<file path="src/rtl/uart_rx_pkg.sv">
package uart_rx_pkg;

  typedef enum logic [2:0] {
    ST_IDLE,
    ST_START,
    ST_DATA,
    ST_PAR,
    ST_STOP,
    ST_WAIT_HI
  } rx_state_e;

  typedef struct packed {
    logic [1:0] len_sel;
    logic       par_en;
    logic       par_odd;
  } rx_cfg_t;

endpackage

</file>
<file path="src/rtl/urx_sync.sv">
module urx_sync #(
  parameter int STAGES  = 2,
  parameter bit RST_VAL = 1'b1
) (
  input  logic clk,
  input  logic rst,
  input  logic d_in,
  output logic q_out
);
  logic [STAGES-1:0] chain;

  always_ff @(posedge clk) begin
    if (rst) chain <= {STAGES{RST_VAL}};
    else     chain <= {chain[STAGES-2:0], d_in};
  end

  assign q_out = chain[STAGES-1];
endmodule

</file>
<file path="src/rtl/urx_ctrl.sv">
module urx_ctrl
  import uart_rx_pkg::*;
#(
  parameter int OSR    = 16,
  parameter int DATA_W = 8,
  localparam int CNT_W = $clog2(OSR),
  localparam int IDX_W = $clog2(DATA_W)
) (
  input  logic             clk,
  input  logic             rst,
  input  logic             tick,
  input  logic             line,
  input  rx_cfg_t          cfg_in,
  output rx_cfg_t          cfg_q,
  output logic             frame_clr,
  output logic             data_we,
  output logic             par_we,
  output logic             stop_we,
  output logic [IDX_W-1:0] bit_idx
);
  localparam int MID      = OSR / 2;
  localparam int MIN_BITS = DATA_W - 3;

  rx_state_e        state;
  logic [CNT_W-1:0] cnt;
  logic             prev_hi;
  logic             at_mid;
  logic             at_end;
  logic [IDX_W-1:0] last_idx;

  assign at_mid   = (cnt == CNT_W'(MID - 1));
  assign at_end   = (cnt == CNT_W'(OSR - 1));
  assign last_idx = IDX_W'(MIN_BITS - 1) + IDX_W'(cfg_q.len_sel);

  assign frame_clr = tick && (state == ST_START) && at_mid && !line;
  assign data_we   = tick && (state == ST_DATA)  && at_end;
  assign par_we    = tick && (state == ST_PAR)   && at_end;
  assign stop_we   = tick && (state == ST_STOP)  && at_end;

  always_ff @(posedge clk) begin
    if (rst) begin
      state   <= ST_IDLE;
      cnt     <= '0;
      bit_idx <= '0;
      prev_hi <= 1'b1;
      cfg_q   <= '0;
    end else if (tick) begin
      prev_hi <= line;
      case (state)
        ST_IDLE: begin
          if (prev_hi && !line) begin
            state <= ST_START;
            cnt   <= '0;
            cfg_q <= cfg_in;
          end
        end
        ST_START: begin
          if (at_mid) begin
            cnt     <= '0;
            bit_idx <= '0;
            state   <= line ? ST_IDLE : ST_DATA;
          end else begin
            cnt <= cnt + CNT_W'(1);
          end
        end
        ST_DATA: begin
          if (at_end) begin
            cnt <= '0;
            if (bit_idx == last_idx) state <= cfg_q.par_en ? ST_PAR : ST_STOP;
            else                     bit_idx <= bit_idx + IDX_W'(1);
          end else begin
            cnt <= cnt + CNT_W'(1);
          end
        end
        ST_PAR: begin
          if (at_end) begin
            cnt   <= '0;
            state <= ST_STOP;
          end else begin
            cnt <= cnt + CNT_W'(1);
          end
        end
        ST_STOP: begin
          if (at_end) begin
            cnt   <= '0;
            state <= line ? ST_IDLE : ST_WAIT_HI;
          end else begin
            cnt <= cnt + CNT_W'(1);
          end
        end
        ST_WAIT_HI: begin
          if (line) state <= ST_IDLE;
        end
        default: state <= ST_IDLE;
      endcase
    end
  end

  // a start candidate seen high at mid-bit returns to idle
  p_false_start_r2: assert property (@(posedge clk) disable iff (rst)
    (tick && state == ST_START && at_mid && line) |=> state == ST_IDLE);

  // the data phase is only ever entered from a validated start
  p_data_entry_r3: assert property (@(posedge clk) disable iff (rst)
    (state == ST_DATA && $past(state) != ST_DATA) |-> $past(state) == ST_START);

  // a low stop bit parks the receiver until the line rises
  p_stop_low_r5: assert property (@(posedge clk) disable iff (rst)
    (stop_we && !line) |=> state == ST_WAIT_HI);

  p_hold_low_r7: assert property (@(posedge clk) disable iff (rst)
    (state == ST_WAIT_HI && !line) |=> state == ST_WAIT_HI);

  // at most one sampling strobe per cycle
  p_one_strobe_r8: assert property (@(posedge clk) disable iff (rst)
    $onehot0({frame_clr, data_we, par_we, stop_we}));
endmodule

</file>
<file path="src/rtl/urx_shift.sv">
module urx_shift
  import uart_rx_pkg::*;
#(
  parameter int DATA_W = 8,
  localparam int IDX_W = $clog2(DATA_W)
) (
  input  logic              clk,
  input  logic              rst,
  input  rx_cfg_t           cfg,
  input  logic              frame_clr,
  input  logic              data_we,
  input  logic              par_we,
  input  logic              stop_we,
  input  logic [IDX_W-1:0]  bit_idx,
  input  logic              smp,
  output logic              out_valid,
  output logic [DATA_W-1:0] out_byte,
  output logic              err_par,
  output logic              err_frm,
  output logic              err_brk
);
  localparam int MIN_BITS = DATA_W - 3;

  logic [DATA_W-1:0] sr;
  logic              par_acc;
  logic              all_zero;

  always_ff @(posedge clk) begin
    if (rst) begin
      sr        <= '0;
      par_acc   <= 1'b0;
      all_zero  <= 1'b1;
      out_valid <= 1'b0;
      out_byte  <= '0;
      err_par   <= 1'b0;
      err_frm   <= 1'b0;
      err_brk   <= 1'b0;
    end else begin
      out_valid <= 1'b0;
      if (frame_clr) begin
        sr       <= '0;
        par_acc  <= 1'b0;
        all_zero <= 1'b1;
      end
      if (data_we) begin
        sr[bit_idx] <= smp;
        par_acc     <= par_acc ^ smp;
        all_zero    <= all_zero & ~smp;
      end
      if (par_we) begin
        par_acc  <= par_acc ^ smp;
        all_zero <= all_zero & ~smp;
      end
      if (stop_we) begin
        out_valid <= 1'b1;
        out_byte  <= sr;
        err_par   <= cfg.par_en & (par_acc ^ cfg.par_odd);
        err_frm   <= ~smp;
        err_brk   <= all_zero & ~smp;
      end
    end
  end

  // valid never lasts two cycles
  p_valid_pulse_r8: assert property (@(posedge clk) disable iff (rst)
    out_valid |=> !out_valid);

  // a break carries a zero byte and a framing error
  p_break_zero_r6: assert property (@(posedge clk) disable iff (rst)
    (out_valid && err_brk) |-> (err_frm && out_byte == '0));

  // bits above the configured word length are zero
  p_upper_zero_r3: assert property (@(posedge clk) disable iff (rst)
    out_valid |-> ((out_byte >> (MIN_BITS + int'(cfg.len_sel))) == '0));

  // no parity tag while parity is off
  p_no_parity_r4: assert property (@(posedge clk) disable iff (rst)
    (out_valid && !cfg.par_en) |-> !err_par);
endmodule

</file>
<file path="src/rtl/uart_rx_deser.sv">
module uart_rx_deser
  import uart_rx_pkg::*;
#(
  parameter int OSR         = 16,
  parameter int DATA_W      = 8,
  parameter int SYNC_STAGES = 2
) (
  input  logic              clk,
  input  logic              rst,
  input  logic              tick16,
  input  logic              rx_in,
  input  logic [1:0]        word_len,
  input  logic              parity_on,
  input  logic              parity_odd,
  output logic              rx_valid,
  output logic [DATA_W-1:0] rx_data,
  output logic              tag_parity,
  output logic              tag_framing,
  output logic              tag_break
);
  localparam int IDX_W = $clog2(DATA_W);

  logic             line_s;
  rx_cfg_t          cfg_in;
  rx_cfg_t          cfg_q;
  logic             frame_clr;
  logic             data_we;
  logic             par_we;
  logic             stop_we;
  logic [IDX_W-1:0] bit_idx;

  assign cfg_in = '{len_sel: word_len, par_en: parity_on, par_odd: parity_odd};

  urx_sync #(.STAGES(SYNC_STAGES), .RST_VAL(1'b1)) u_sync (
    .clk   (clk),
    .rst   (rst),
    .d_in  (rx_in),
    .q_out (line_s)
  );

  urx_ctrl #(.OSR(OSR), .DATA_W(DATA_W)) u_ctrl (
    .clk       (clk),
    .rst       (rst),
    .tick      (tick16),
    .line      (line_s),
    .cfg_in    (cfg_in),
    .cfg_q     (cfg_q),
    .frame_clr (frame_clr),
    .data_we   (data_we),
    .par_we    (par_we),
    .stop_we   (stop_we),
    .bit_idx   (bit_idx)
  );

  urx_shift #(.DATA_W(DATA_W)) u_shift (
    .clk       (clk),
    .rst       (rst),
    .cfg       (cfg_q),
    .frame_clr (frame_clr),
    .data_we   (data_we),
    .par_we    (par_we),
    .stop_we   (stop_we),
    .bit_idx   (bit_idx),
    .smp       (line_s),
    .out_valid (rx_valid),
    .out_byte  (rx_data),
    .err_par   (tag_parity),
    .err_frm   (tag_framing),
    .err_brk   (tag_break)
  );
endmodule

</file>
<file path="config.mk">
export PLATFORM = sky130hd
export DESIGN_NAME = uart_rx_deser
export DESIGN_NICKNAME = d
export VERILOG_FILES = /design/src/rtl/uart_rx_pkg.sv /design/src/rtl/urx_sync.sv /design/src/rtl/urx_ctrl.sv /design/src/rtl/urx_shift.sv /design/src/rtl/uart_rx_deser.sv
export SDC_FILE = /design/constraint.sdc
export NUM_CORES = 1
export LEC_CHECK = 0
export BUFFER_PORTS_ARGS = -buffer_cell sky130_fd_sc_hd__buf_2
export CELL_PAD_IN_SITES_DETAIL_PLACEMENT = 1
export CELL_PAD_IN_SITES_GLOBAL_PLACEMENT = 2
export CORE_ASPECT_RATIO = 0.75
export CORE_MARGIN = 3
export CORE_UTILIZATION = 38
export DETAILED_ROUTE_END_ITERATION = 8
export GPL_TIMING_DRIVEN = 0
export PLACE_DENSITY = 0.88
export SYNTH_ARGS = -nofsm -noshare
export SYNTH_HDL_FRONTEND = slang
export SYNTH_HIERARCHICAL = 1
export SYNTH_SLANG_ARGS = --single-unit
</file>
<file path="constraint.sdc">
create_clock -name clk -period 3.1 [get_ports clk]
set_input_delay 0.62 -clock clk [delete_from_list [all_inputs] [get_ports clk]]
set_output_delay 0.62 -clock clk [all_outputs]
set_load 0.01 [all_outputs]
</file>
# Yosys cells after proc, flatten, opt, wreduce, memory -nomap -nowiden
# Index checks and enable logic that the tools add are counted.
totals:
  in_bits: 8
  wordCells: 95
  register_bits: 39
  out_inout_bits: 12
classes:
  reduce_logical: 21
  order_cmp: 2
  bitwise_logic: 5
  n_mux: 32
  eq_ne: 16
  addsub: 3
op_table:
  columns: ["cell", "n"]
  rows:
  - ["3-bit two-way mux", 12]
  - ["8-bit two-way mux", 3]
  - ["3-bit one-hot mux with 6 select lines", 1]
  - ["4-bit two-way mux", 3]
  - ["4-bit one-hot mux with 3 select lines", 1]
  - ["1-bit logical AND", 11]
  - ["2-bit by 1-bit inequality test with 1-bit output (second input constant)", 5]
  - ["8-bit bitwise mux", 1]
  - ["1-bit two-way mux", 8]
  - ["8-bit AND reduction", 1]
  - ["3-bit by 2-bit equality test with 1-bit output (second input constant)", 2]
  - ["3-bit equality test (second input constant)", 2]
  - ["2-bit inequality test (second input constant)", 3]
  - ["3-bit one-hot mux with 2 select lines", 1]
  - ["3-bit AND reduction", 2]
  - ["3-bit nonzero test", 2]
  - ["5-bit AND reduction", 1]
  - ["4-bit by 1-bit adder with 4-bit output (second input constant)", 1]
  - ["4-bit by 3-bit equality test with 1-bit output (second input constant)", 1]
  - ["4-bit equality test (second input constant)", 1]
  - ["3-bit by 4-bit < comparator with 1-bit output (second input constant)", 1]
  - ["3-bit by 1-bit adder with 3-bit output (second input constant)", 1]
  - ["3-bit by 2-bit adder with 3-bit output (first input constant)", 1]
  - ["1-bit demux with 3-bit select", 1]
  - ["11 further kinds", 13]

# Logic depth before layout (Yosys ltp)
# Gate-level depths: netlist (run 1).
logic_depth:
  word_depth: 8
  mapped_depth: 8
  ltp_nobuf: 6

# Cells and area by module
# The synthesis (run 1) kept the hierarchy.
by_module_without_submodules:
  columns: ["module", "area_per_inst_um2", "n_inst", "seq_area_each_um2", "cells_per_inst"]
  rows:
  - ["urx_shift", 938.4, 1, 440.4, 93]
  - ["urx_ctrl", 912.1, 1, 300.3, 115]
  - ["urx_sync", 52.6, 1, 40.0, 4]

# Least setup slack after synthesis (run 1)
# Ideal clock, no wire load.
synth_timing:
  kind: "input -> register"
  start: "input port tick16"
  end: "register u_shift.par_acc"
  path_stages: 6
  required_ns: 2.968
  setup_time_ns: 0.132
  path_buffers: 0
  setup_slack_ns: 1.085
  arrival_ns: 1.883
  cell_sequence: "nor2b_1 -> nand3_1 -> nor3b_1 -> nor3b_1 -> nand3b_1 -> a21oi_1"
synth_via:
  elab_chain_len: 4
  word_cells_on_any_way: 10
  classes_between: "mux (2); reduce/logical (8)"
synth_lines:
  columns: ["item", "line_no", "source"]
  rows:
  - ["start: declaration", "uart_rx_deser.sv:10", "input logic tick16,"]
  - ["1-bit logical AND (3 in a row)", "urx_ctrl.sv:35", "assign frame_clr = tick && (state == ST_START) && at_mid && !line;"]
  - ["via frame_clr", "uart_rx_deser.sv:26", "logic frame_clr;"]
  - ["3-bit nonzero test (no source line)", null, null]
  - ["end signal: assignment", "urx_shift.sv:47", "par_acc <= par_acc ^ smp;"]
  - ["end signal: assignment", "urx_shift.sv:51", "par_acc <= par_acc ^ smp;"]
  - ["end: declaration", "urx_shift.sv:25", "logic par_acc;"]
# The timed path passes the listed nets, and every way through them passes these cells.
# A chain may end at the register's enable or synchronous reset.

# Worst setup path after layout (run 1)
layout_timing:
  start: "register u_ctrl.state[0]"
  end: "register u_shift.par_acc"
layout_via:
  elab_chain_len: 5
  word_cells_on_any_way: 13
  classes_between: "eq/ne (3); mux (2); reduce/logical (8)"
layout_lines:
  columns: ["item", "line_no", "source"]
  rows:
  - ["start: declaration", "urx_ctrl.sv:24", "rx_state_e state;"]
  - ["start signal: assignment", "urx_ctrl.sv:61", "state <= line ? ST_IDLE : ST_DATA;"]
  - ["start signal: assignment", "urx_ctrl.sv:69", "if (bit_idx == last_idx) state <= cfg_q.par_en ? ST_PAR : ST_STOP;"]
  - ["start signal: assignment", "urx_ctrl.sv:86", "state <= line ? ST_IDLE : ST_WAIT_HI;"]
  - ["3-bit by 1-bit equality test with 1-bit output", "urx_ctrl.sv:35", null]
  - ["1-bit logical AND (3 in a row)", "urx_ctrl.sv:35", null]
  - ["via frame_clr", "uart_rx_deser.sv:26", null]
  - ["3-bit nonzero test (no source line)", null, null]
# The timed path passes the listed nets, and every way through them passes these cells.

==> metrics, run 1 <==
Max clock buf depth 2; Post-synth ARST share 0%; CP max stage cell nor3b_1; WL met2 1910 µm; leakage power 0.899 nW; GR Overflow Total 0; clk sinks 39; CTS Root Buffer Type clkbuf_8; status finished clean; H-Tree Depth 2; GPL Wtd Cong 0.806; Cells after Synth 212; Die X 87.7 µm; hold_buf cts 0; PD cells 528 mW/mm²; setup ws final 590 ps; first-iteration detailed-routing DRC count 84; non-filler cells, final 296; VDD IR-drop max 0.000209 V; Top cell by count, worst path nor3b_1; Fin. Hold Viols 0; Final Cycle Share 81.0%; Diodes inserted 0; largest family of logic cells by synthesized area simple AND/OR/NAND/NOR gates; Post-Route WL 4500 µm; adder-cell area share of the yosys netlist 1.31%; complex-gate fraction of the synthesized area 9.14%; detailed-route wire length per cell 15.2 µm; fillers 562; antenna violations before repair 0; worst slew pin tran 1050 ps; first drt pass iteration count 4; synth top area cells dfxtp_1 41%, mux2i_1 12%, nor2_1 5.7%; Slew Limit Fails 0; Area growth syn-to-layout 15.7%; worst skew pair latency 290 ps; Ys Warns 6; Post-synth EDFFs 0; TNS Setup 0 ps; RSZ-0062 raised after global routing no; Starting Density 40.9%; crit-path max FO 10; Final nets 248; Slowest Stage Delay on Critical Path 890 ps; CP Data Arrival Time 2670 ps; M1 wire length 2400 µm; Vias/cell 5.32; cell area after synthesis 0.00190 mm²; post-synthesis mux area share 12.2%; largest net degree at the start of global routing 13; Syn Nets 222; Layout Skew 9.02 ps; simple-gate area share of the yosys netlist 29.7%; CTS clk-pin slew, worst paths 80 ps; CP Capture Type register; Post-Place Cell Area 0.00207 mm²; Core ar. 0.00465 mm²; Fmax 398 MHz; Die Span Y 67.3 µm; DP Wirelength 3190 µm; Final setup viols 0; area leader, netlist dfxtp_1; min cycle time layout 2510 ps; drt drc 0; Synth cell types 48; Total Routing Usage GR 16.8%; kind of critical path reg -> reg; post-CTS setup buffer count 0; CTS-repair resized insts 0; sequential share of the synthesized area 41.0%; crit path cell chain buf_6 -> inv_1 -> nor3_1 -> nor3b_1 -> nor3b_1 -> nand3b_1 -> a21oi_1; dpl ws 458 ps; Worst EP required 3260 ps; first-pass GRT wire length 7690 µm; Max-slew headroom 29.6%; Top FF cell, synth dfxtp_1; nature of the critical path startpoint register; Synth top area share 41.0%; synthesized area per cell 8.98 µm²; CTS Buf Count 5; metal3 WL 165 µm; post-placement cell count 288; IO Count 20; Design Area, Final 0.00220 mm²; Final ANT Viol Nets 0; TritonCTS clock tree done; top sig layer met4; die area 0.00590 mm²; Synth Register Bits 39; xor and xnor area share after synthesis 1.38%; Max-cap violations 0; ratio of cells with drive above 1 in the final layout 17.2%; Worst Hold Class reg -> reg; number of port buffers 19; vias in the first global route 1585; via count 1574; Site Rows 21
worst paths after layout:
kind	startpoint	depth (start not counted)	end	slack [ps]
worst max-delay path	u_ctrl/state[0]	7	u_shift/par_acc	590
worst min-delay path	u_sync/chain[0]	1	u_sync/chain[1]	410
worst max register to register	u_ctrl/state[0]	7	u_shift/par_acc	590
worst min register to register	u_sync/chain[0]	1	u_sync/chain[1]	410
cells in the final DEF, fill, tap and decap left out, types with 4 or more instances in the layout:
cell,instances
nor2_1,29
nor2b_1,11
nand3_1,10
buf_2,23
nand3b_1,5
o21ai_0,4
inv_1,7
clkbuf_1,4
clkbuf_8,5
a21oi_1,11
dfxtp_1,39
nand2_1,11
mux2i_1,22
per-layer routing:
layer	GRT usage, %	up-vias
li1	-	796
met1	23.4	755
met2	25.4	21
met3	4.88	2
met4	4.21	0
met5	0	-
critical path, delay by kind of cell (launching register included):
kind            cells  cell delay (ps)
flops               1              350
simple gates        4             1680
buf+inv             2              280
compound gates      1               70
registers in the layout, summed over array words and instances (netlist names):
register and count:
u_ctrl/state 3, u_shift/out_valid 1, u_ctrl/cnt 4, u_shift/out_byte 8, u_ctrl/cfg_q 4, u_shift/all_zero 1, u_ctrl/prev_hi 1, u_shift/err_frm 1
u_shift/err_par 1, u_shift/sr 8, u_sync/chain 2, u_ctrl/bit_idx 3, u_shift/err_brk 1, u_shift/par_acc 1
kinds of logic (layout without fill, tap and decap cells):
family / after synthesis / count (layout)
and+or+nand+nor: 98 / 98
DFF: 39 / 39
AOI/OAI and AO/OA: 28 / 28
muxes: 23 / 23
buffers and inverters: 19 / 46
xor gates and xnor gates: 3 / 3
adders and majority gates: 2 / 2
through the flow:
stage / utilization [%] / power, W / hold slack (ps)
floorplan: - / 0.000634 / 383
global placement: 44.5 / 0.000669 / 387
detailed placement: 44.5 / 0.000670 / 393
CTS: 47.3 / 0.00117 / 413
global route: 47.3 / 0.00121 / 461
finish: 47.3 / 0.00116 / 410
report_power, final:
group | internal (W) | switching [W] | total (W)
Sequential | 0.000510 | 0.00000865 | 0.000519
Combinational | 0.0000574 | 0.0000864 | 0.000144
Clock | 0.000322 | 0.000179 | 0.000501
Total | 0.000889 | 0.000274 | 0.00116
cells in the mapped netlist, types with 3 or more instances:
cell type  count
dfxtp_1       39
nor2_1        29
mux2i_1       22
a21oi_1       11
nand2_1       11
nor2b_1       11
nand3_1       10
inv_1          7
nand3b_1       5
buf_2          4
o21ai_0        4
and4bb_1       3
clkbuf_1       3
nand2b_1       3
nand4b_1       3
or3_1          3
cell type report:
type	count	area [µm²]	area share [%]
inverter	7	26.3	1.19
tap	57	71.3	3.24
sequential	39	781	35.5
buffer	12	73.8	3.35
timing repair buffer	19	95.1	4.32
clock buffer	6	72.6	3.30
multi-input combinational	154	1020	46.4
clock inverter	2	60.1	2.73
(Power assumes the default switching activity.)
==> inputs of run 2 (changes only) <==
--- a/config.mk
+++ b/config.mk
@@ -10,10 +10,10 @@
 export CELL_PAD_IN_SITES_GLOBAL_PLACEMENT = 2
 export CORE_ASPECT_RATIO = 0.75
 export CORE_MARGIN = 3
-export CORE_UTILIZATION = 38
+export CORE_UTILIZATION = 35
 export DETAILED_ROUTE_END_ITERATION = 8
 export GPL_TIMING_DRIVEN = 0
-export PLACE_DENSITY = 0.88
+export PLACE_DENSITY = 0.83
 export SYNTH_ARGS = -nofsm -noshare
 export SYNTH_HDL_FRONTEND = slang
 export SYNTH_HIERARCHICAL = 1
==> constraint.sdc (replaced) <==
create_clock -name clk -period 2.4 [get_ports clk]
set_input_delay 0.48 -clock clk [delete_from_list [all_inputs] [get_ports clk]]
set_output_delay 0.48 -clock clk [all_outputs]
set_load 0.01 [all_outputs]
==> metrics, run 2 (synthesized netlist as in run 1, its figures left out) <==
status finished clean; setup ws final 263 ps (-327 ps); Area growth syn-to-layout 16.2%; Die Span Y 69.9 µm (+3.8%); dpl ws -159 ps (-617 ps); family with the most delay on the worst path simple AND/OR/NAND/NOR gates; antenna violations before repair 0 (unchanged); crit-path max FO 10 (unchanged); sequential cell area 781 µm² (unchanged); fillers 635 (+13%); VDD IR-drop max 0.000271 V (+29%); clk sinks 39 (unchanged); ratio of cells with drive above 1 in the final layout 18.0% (+0.84 points); hold_buf cts 0 (unchanged); r2r worst-path depth 7 (unchanged); drt drc 0 (unchanged); Bufs and invs on worst path 2 (unchanged); number of port buffers 19 (unchanged); worst hold stages 2 (+1); Max-cap violations 0 (unchanged); most frequent cells in the layout 39 x dfxtp_1, 29 x nor2_1, 23 x buf_2; crit path cell chain buf_6 -> inv_1 -> nor3_1 -> nor3b_2 -> nor3b_1 -> nand3b_1 -> a21oi_1; CTS Root Buffer Type clkbuf_8; CTS clk-pin slew, worst paths 80 ps (about the same); Hold Path End u_sync/chain[0]; PD cells 643 mW/mm² (+22%); R2R Setup Slk 260 ps (-330 ps); Worst Hold Class in -> reg; first-pass GRT wire length 7670 µm (-0.27%); Slowest Stage Delay on Critical Path 590 ps (-300 ps); min cycle time layout 2140 ps (-373 ps); DP Wirelength 3240 µm (+1.5%); worst slew pin tran 650 ps (-403 ps); CP Data Arrival Time 2300 ps (-370 ps); Vias/cell 5.13 (-3.5%); Site Rows 22 (+4.8%); TritonCTS clock tree done; GPL Wtd Cong 0.766 (-5.1%); Design Area, Final 0.00221 mm² (+0.40%); commonest non-fill, non-tap cell in the layout dfxtp_1; largest net degree at the start of global routing 13 (unchanged); Fmax 468 MHz (+17%); Diodes inserted 0 (unchanged); Final Cycle Share 89.0% (+8.1 points); Total Routing Usage GR 15.1% (-1.7 points); worst reg2reg startpoint u_ctrl/state[0]; Max clock buf depth 2 (unchanged); leakage power 0.895 nW (-0.46%); Slew Limit Fails 0 (unchanged); kind of critical path reg -> reg; Largest regs u_shift/out_byte (8), u_shift/sr (8); TNS Setup 0 ps (unchanged); first-iteration detailed-routing DRC count 35 (-58%); Post-Route WL 4520 µm (+0.51%); post-placement cell count 303 (+5.2%); IO Count 20 (unchanged); Final setup viols 0 (unchanged); Worst EP required 2560 ps (-700 ps); CTS Buf Count 5 (unchanged); Die X 91.1 µm (+3.9%); Final ANT Viol Nets 0 (unchanged); die area 0.00637 mm² (+7.9%); CP max stage cell nor3b_2; area of the multi-input gates 0.00103 mm² (+0.49%); via count 1596 (+1.4%); post-CTS setup buffer count 0 (unchanged); r2r endpoint u_shift/par_acc; non-filler cells, final 311 (+5.1%); Post-Place Cell Area 0.00209 mm² (+0.91%); vias in the first global route 1539 (-2.9%); Final nets 248 (unchanged); RSZ-0062 raised after global routing no; nature of the critical path startpoint register; Layout Skew 7.78 ps (-1.24 ps); Starting Density 37.6% (-3.3 points); GR Overflow Total 0 (unchanged); Hold Path Origin rx_in; Fin. Hold Viols 0 (unchanged); H-Tree Depth 2 (unchanged); worst skew pair latency 290 ps (about the same); first drt pass iteration count 4 (unchanged); Max-slew headroom 56.5% (+27 points); detailed-route wire length per cell 14.5 µm (-4.3%); Core ar. 0.00506 mm² (+8.9%); CP Capture Type register
[run 2: layer usage]
| layer | track usage, % | share of wire (%) | wire [µm] |
|---|---|---|---|
| met1 | 21.9 | 54 | 2440 |
| met2 | 22.1 | 42 | 1900 |
| met3 | 3.55 | 3.2 | 143 |
| met4 | 4.52 | 0.86 | 39 |
| met5 | 0 | 0 | 0 |
[run 2: repair_timing]
item,CTS,global route
endpoints found under the hold margin,0,0
gates resized for setup,1,0
endpoints found under the setup margin,2,0
[run 2: cell type report]
cell class              instances  area share (%)
flip-flops and latches         39            35.3
multi-input cells             154            46.5
clock inverters                 2            1.58
well taps                      72            4.07
clock buffers                   6            3.74
repair buffers                 19            4.30
plain buffers                  12            3.34
inverters                       7            1.19
[run 2: worst max path at each step]
stage | startpoint | endpoint | slack, ps | cells past startpoint
6_report | u_ctrl/state[0] | u_shift/par_acc | 260 | 7
5_1_grt | u_ctrl/state[0] | u_shift/par_acc | 40 | 7
4_1_cts | u_ctrl/state[0] | u_shift/par_acc | 260 | 7
3_5_place_dp | tick16 | u_shift/par_acc | -160 | 7
3_3_place_gp | tick16 | u_shift/par_acc | -150 | 7
2_1_floorplan | u_ctrl/state[0] | u_shift/par_acc | 480 | 7
[run 2: power by group]
group / leakage (nW) / total, W / internal [W] / switching (W)
registers: 0.315 / 0.000669 / 0.000659 / 0.0000109
clock network: 0.0612 / 0.000569 / 0.000337 / 0.000232
logic: 0.519 / 0.000183 / 0.0000744 / 0.000108
[run 2: per-stage QoR]
stage          hold slack, ps  power (W)  utilization (%)
3_5_place_dp              409   0.000866             41.2
6_report                  378    0.00142             43.7
4_1_cts                   371    0.00144             43.7
5_1_grt                   386    0.00149             43.7
3_3_place_gp              386   0.000865             41.2
2_1_floorplan             383   0.000819                -
==> inputs of run 3 (changes only) <==
--- a/config.mk
+++ b/config.mk
@@ -13,8 +13,8 @@
 export CORE_UTILIZATION = 35
 export DETAILED_ROUTE_END_ITERATION = 8
 export GPL_TIMING_DRIVEN = 0
-export PLACE_DENSITY = 0.83
+export PLACE_DENSITY = 0.84
+export REMOVE_ABC_BUFFERS = 1
 export SYNTH_ARGS = -nofsm -noshare
 export SYNTH_HDL_FRONTEND = slang
-export SYNTH_HIERARCHICAL = 1
 export SYNTH_SLANG_ARGS = --single-unit
==> metrics, run 3 <==
Fin. Hold Viols 0 (unchanged); Vias/cell 5.14 (+0.23%); H-Tree Depth 2 (unchanged); Total Routing Usage GR 14.1% (-0.95 points); Bufs and invs on worst path 0 (-2); Site Rows 22 (unchanged); Top FF cell, synth dfxtp_1; vias in the first global route 1471 (-4.4%); cell area after synthesis 0.00189 mm² (-0.66%); Starting Density 37.3% (-0.25 points); GR Overflow Total 0 (unchanged); Post-Place Cell Area 0.00194 mm² (-7.0%); family with the most delay on the worst path simple AND/OR/NAND/NOR gates; drt drc 0 (unchanged); CTS Buf Count 5 (unchanged); Fmax 482 MHz (+3.1%); internal power 0.00100 W (-6.5%); Max clock buf depth 2 (unchanged); CP max stage cell or3_1; Post-Route WL 4290 µm (-5.2%); Worst Hold Class in -> reg; first-iteration detailed-routing DRC count 47 (+34%); CTS Root Buffer Type clkbuf_8; CP Data Arrival Time 2220 ps (-80 ps); Max-slew headroom 55.1% (-1.4 points); Sw Ratio 23.8% (-0.90 points); Max-cap violations 0 (unchanged); detailed-route wire length per cell 14.0 µm (-3.6%); fillers 635 (unchanged); Synth cell types 43 (-10%); IO Count 20 (unchanged); Post-synth EDFFs 0 (unchanged); worst skew pair latency 300 ps (about the same); Slew Limit Fails 0 (unchanged); Final Cycle Share 86.4% (-2.6 points); number of port buffers 19 (unchanged); TNS Setup 0 ps (unchanged); sequential share of the synthesized area 41.3% (+0.27 points); Final setup viols 0 (unchanged); via count 1574 (-1.4%); RSZ-0062 raised after global routing no; Design Area, Final 0.00206 mm² (-6.7%); Tot Pwr 0.00131 W (-7.6%); most frequent cells in the layout 39 x dfxtp_1, 35 x nand2_1, 24 x a21oi_1; status finished clean; clk sinks 39 (unchanged); min cycle time layout 2070 ps (-63.4 ps); sequential cell area 781 µm² (unchanged); PD cells 637 mW/mm² (-0.96%); largest net degree at the start of global routing 38 (+25); nature of the critical path startpoint register; dpl ws 175 ps (+334 ps); kind of critical path reg -> reg; Largest regs u_shift.out_byte (8), u_shift.sr (8); Cells after Synth 224 (+5.7%); most frequent cell after synthesis dfxtp_1; Final nets 243 (-2.0%); Final ANT Viol Nets 0 (unchanged); Synth Register Bits 39 (unchanged); antenna violations before repair 0 (unchanged); commonest non-fill, non-tap cell in the layout dfxtp_1; Commonest cells post-synth 39 x dfxtp_1, 35 x nand2_1, 24 x a21oi_1; area leader, netlist dfxtp_1; TritonCTS clock tree done; power share of the clock group 42.0% (+2.0 points); VDD IR-drop max 0.000296 V (+9.4%); Area growth syn-to-layout 9.07%; synth top area cells dfxtp_1 41%, nand2_1 6.9%, a21oi_1 6.4%; synthesized area per cell 8.44 µm² (-6.0%); ratio of cells with drive above 1 in the final layout 17.5% (-0.47 points); first-pass GRT wire length 7160 µm (-6.7%); first drt pass iteration count 4 (unchanged); DP Wirelength 2960 µm (-8.7%); net switching power 0.000313 W (-11%); crit-path max FO 11 (+1); GPL Wtd Cong 0.798 (+4.2%); setup ws final 326 ps (+63.4 ps); Diodes inserted 0 (unchanged); Die Span Y 69.7 µm (-0.30%); CP Capture Type register; area of the multi-input gates 957 µm² (-6.8%); Ys Warns 0 (-6); Layout Skew 7.85 ps (+0.0654 ps); crit path cell chain ha_1 -> nand4_1 -> or3_1 -> nand2_1 -> a21oi_1; leakage power 0.754 nW (-16%); Synth top area share 41.3% (+0.27 points); combinational share of power 6.9% (-6.0 points); Slowest Stage Delay on Critical Path 660 ps (+70 ps); die area 0.00633 mm² (-0.61%); worst slew pin tran 674 ps (+23.9 ps); Post-synth ARST share 0% (unchanged); CTS clk-pin slew, worst paths 80 ps (about the same); Core ar. 0.00506 mm² (unchanged); Die X 90.9 µm (-0.31%); sequential power share 51.1% (+4.0 points); Worst EP required 2550 ps (about the same)
run 3: cell types whose count changed in the layout (fill, tap and decap cells not counted), moves of 4 or more:
| cell | delta |
|---|---|
| buf_2 | -4 |
| nor2_1 | -15 |
| a21oi_1 | +13 |
| nor2b_1 | -8 |
| nand3_1 | +11 |
| nand2_1 | +24 |
| mux2i_1 | -15 |
run 3: stage by stage:
stage | util [%] | instances | hold WS (ps)
2_1_floorplan | - | 207 | 389
3_3_place_gp | 38.4 | 298 | 393
3_5_place_dp | 38.4 | 298 | 398
4_1_cts | 40.6 | 306 | 356
5_1_grt | 40.7 | 306 | 357
6_report | 40.7 | 306 | 366
run 3: final cells by class:
type	count	share of cell area, %
Timing Repair Buffer	19	4.61
Multi-Input combinational cell	161	46.4
Clock buffer	5	3.34
Tap cell	72	4.37
Sequential cell	39	37.9
Inverter	7	1.27
Clock inverter	3	2.12
run 3: path summary, 6_finish.rpt:
kind	depth (start not counted)	slack, ps	to	start
worst min-delay path	2	370	u_sync.chain[0]	rx_in
worst max register to register	5	330	u_shift.out_byte[0]	u_ctrl.cnt[0]
worst min register to register	1	420	u_sync.chain[1]	u_sync.chain[0]
worst max-delay path	5	330	u_shift.out_byte[0]	u_ctrl.cnt[0]
run 3: what timing repair did:
item,4_1_cts,5_1_grt
hold buffers,0,0
resized for setup,0,1
buffers inserted,0,0
setup endpoints to repair,0,1
run 3: power by group through the flow:
stage | registers (W) | logic [W] | clock network (W)
finish | 0.000671 | 0.0000904 | 0.000551
global route | 0.000674 | 0.000102 | 0.000595
CTS | 0.000671 | 0.0000908 | 0.000572
detailed placement | 0.000686 | 0.0000903 | 0
global placement | 0.000686 | 0.0000888 | 0
floorplan | 0.000681 | 0.0000612 | 0
run 3: cell families (layout without fill, tap and decap cells):
| group | count (synthesis) | in the layout | synth area share (%) |
|---|---|---|---|
| simple gates | 104 | 104 | 28.9 |
| compound gates | 44 | 44 | 14.6 |
| mux | 7 | 7 | 3.71 |
| fa+ha+maj | 2 | 2 | 1.32 |
| flops | 39 | 39 | 41.3 |
| xor+xnor | 4 | 4 | 1.85 |
| buf+inv | 24 | 34 | 8.40 |
run 3: metal layers:
layer  up-vias  part of all wire [%]  track usage (%)  wire, µm
met5         -                     0                0         0
met4         0                   1.4             5.52        62
met3         7                   3.8             3.25       165
met2        25                    44             20.5      1870
met1       742                    51             20.1      2190
li1        800                     -                -         -
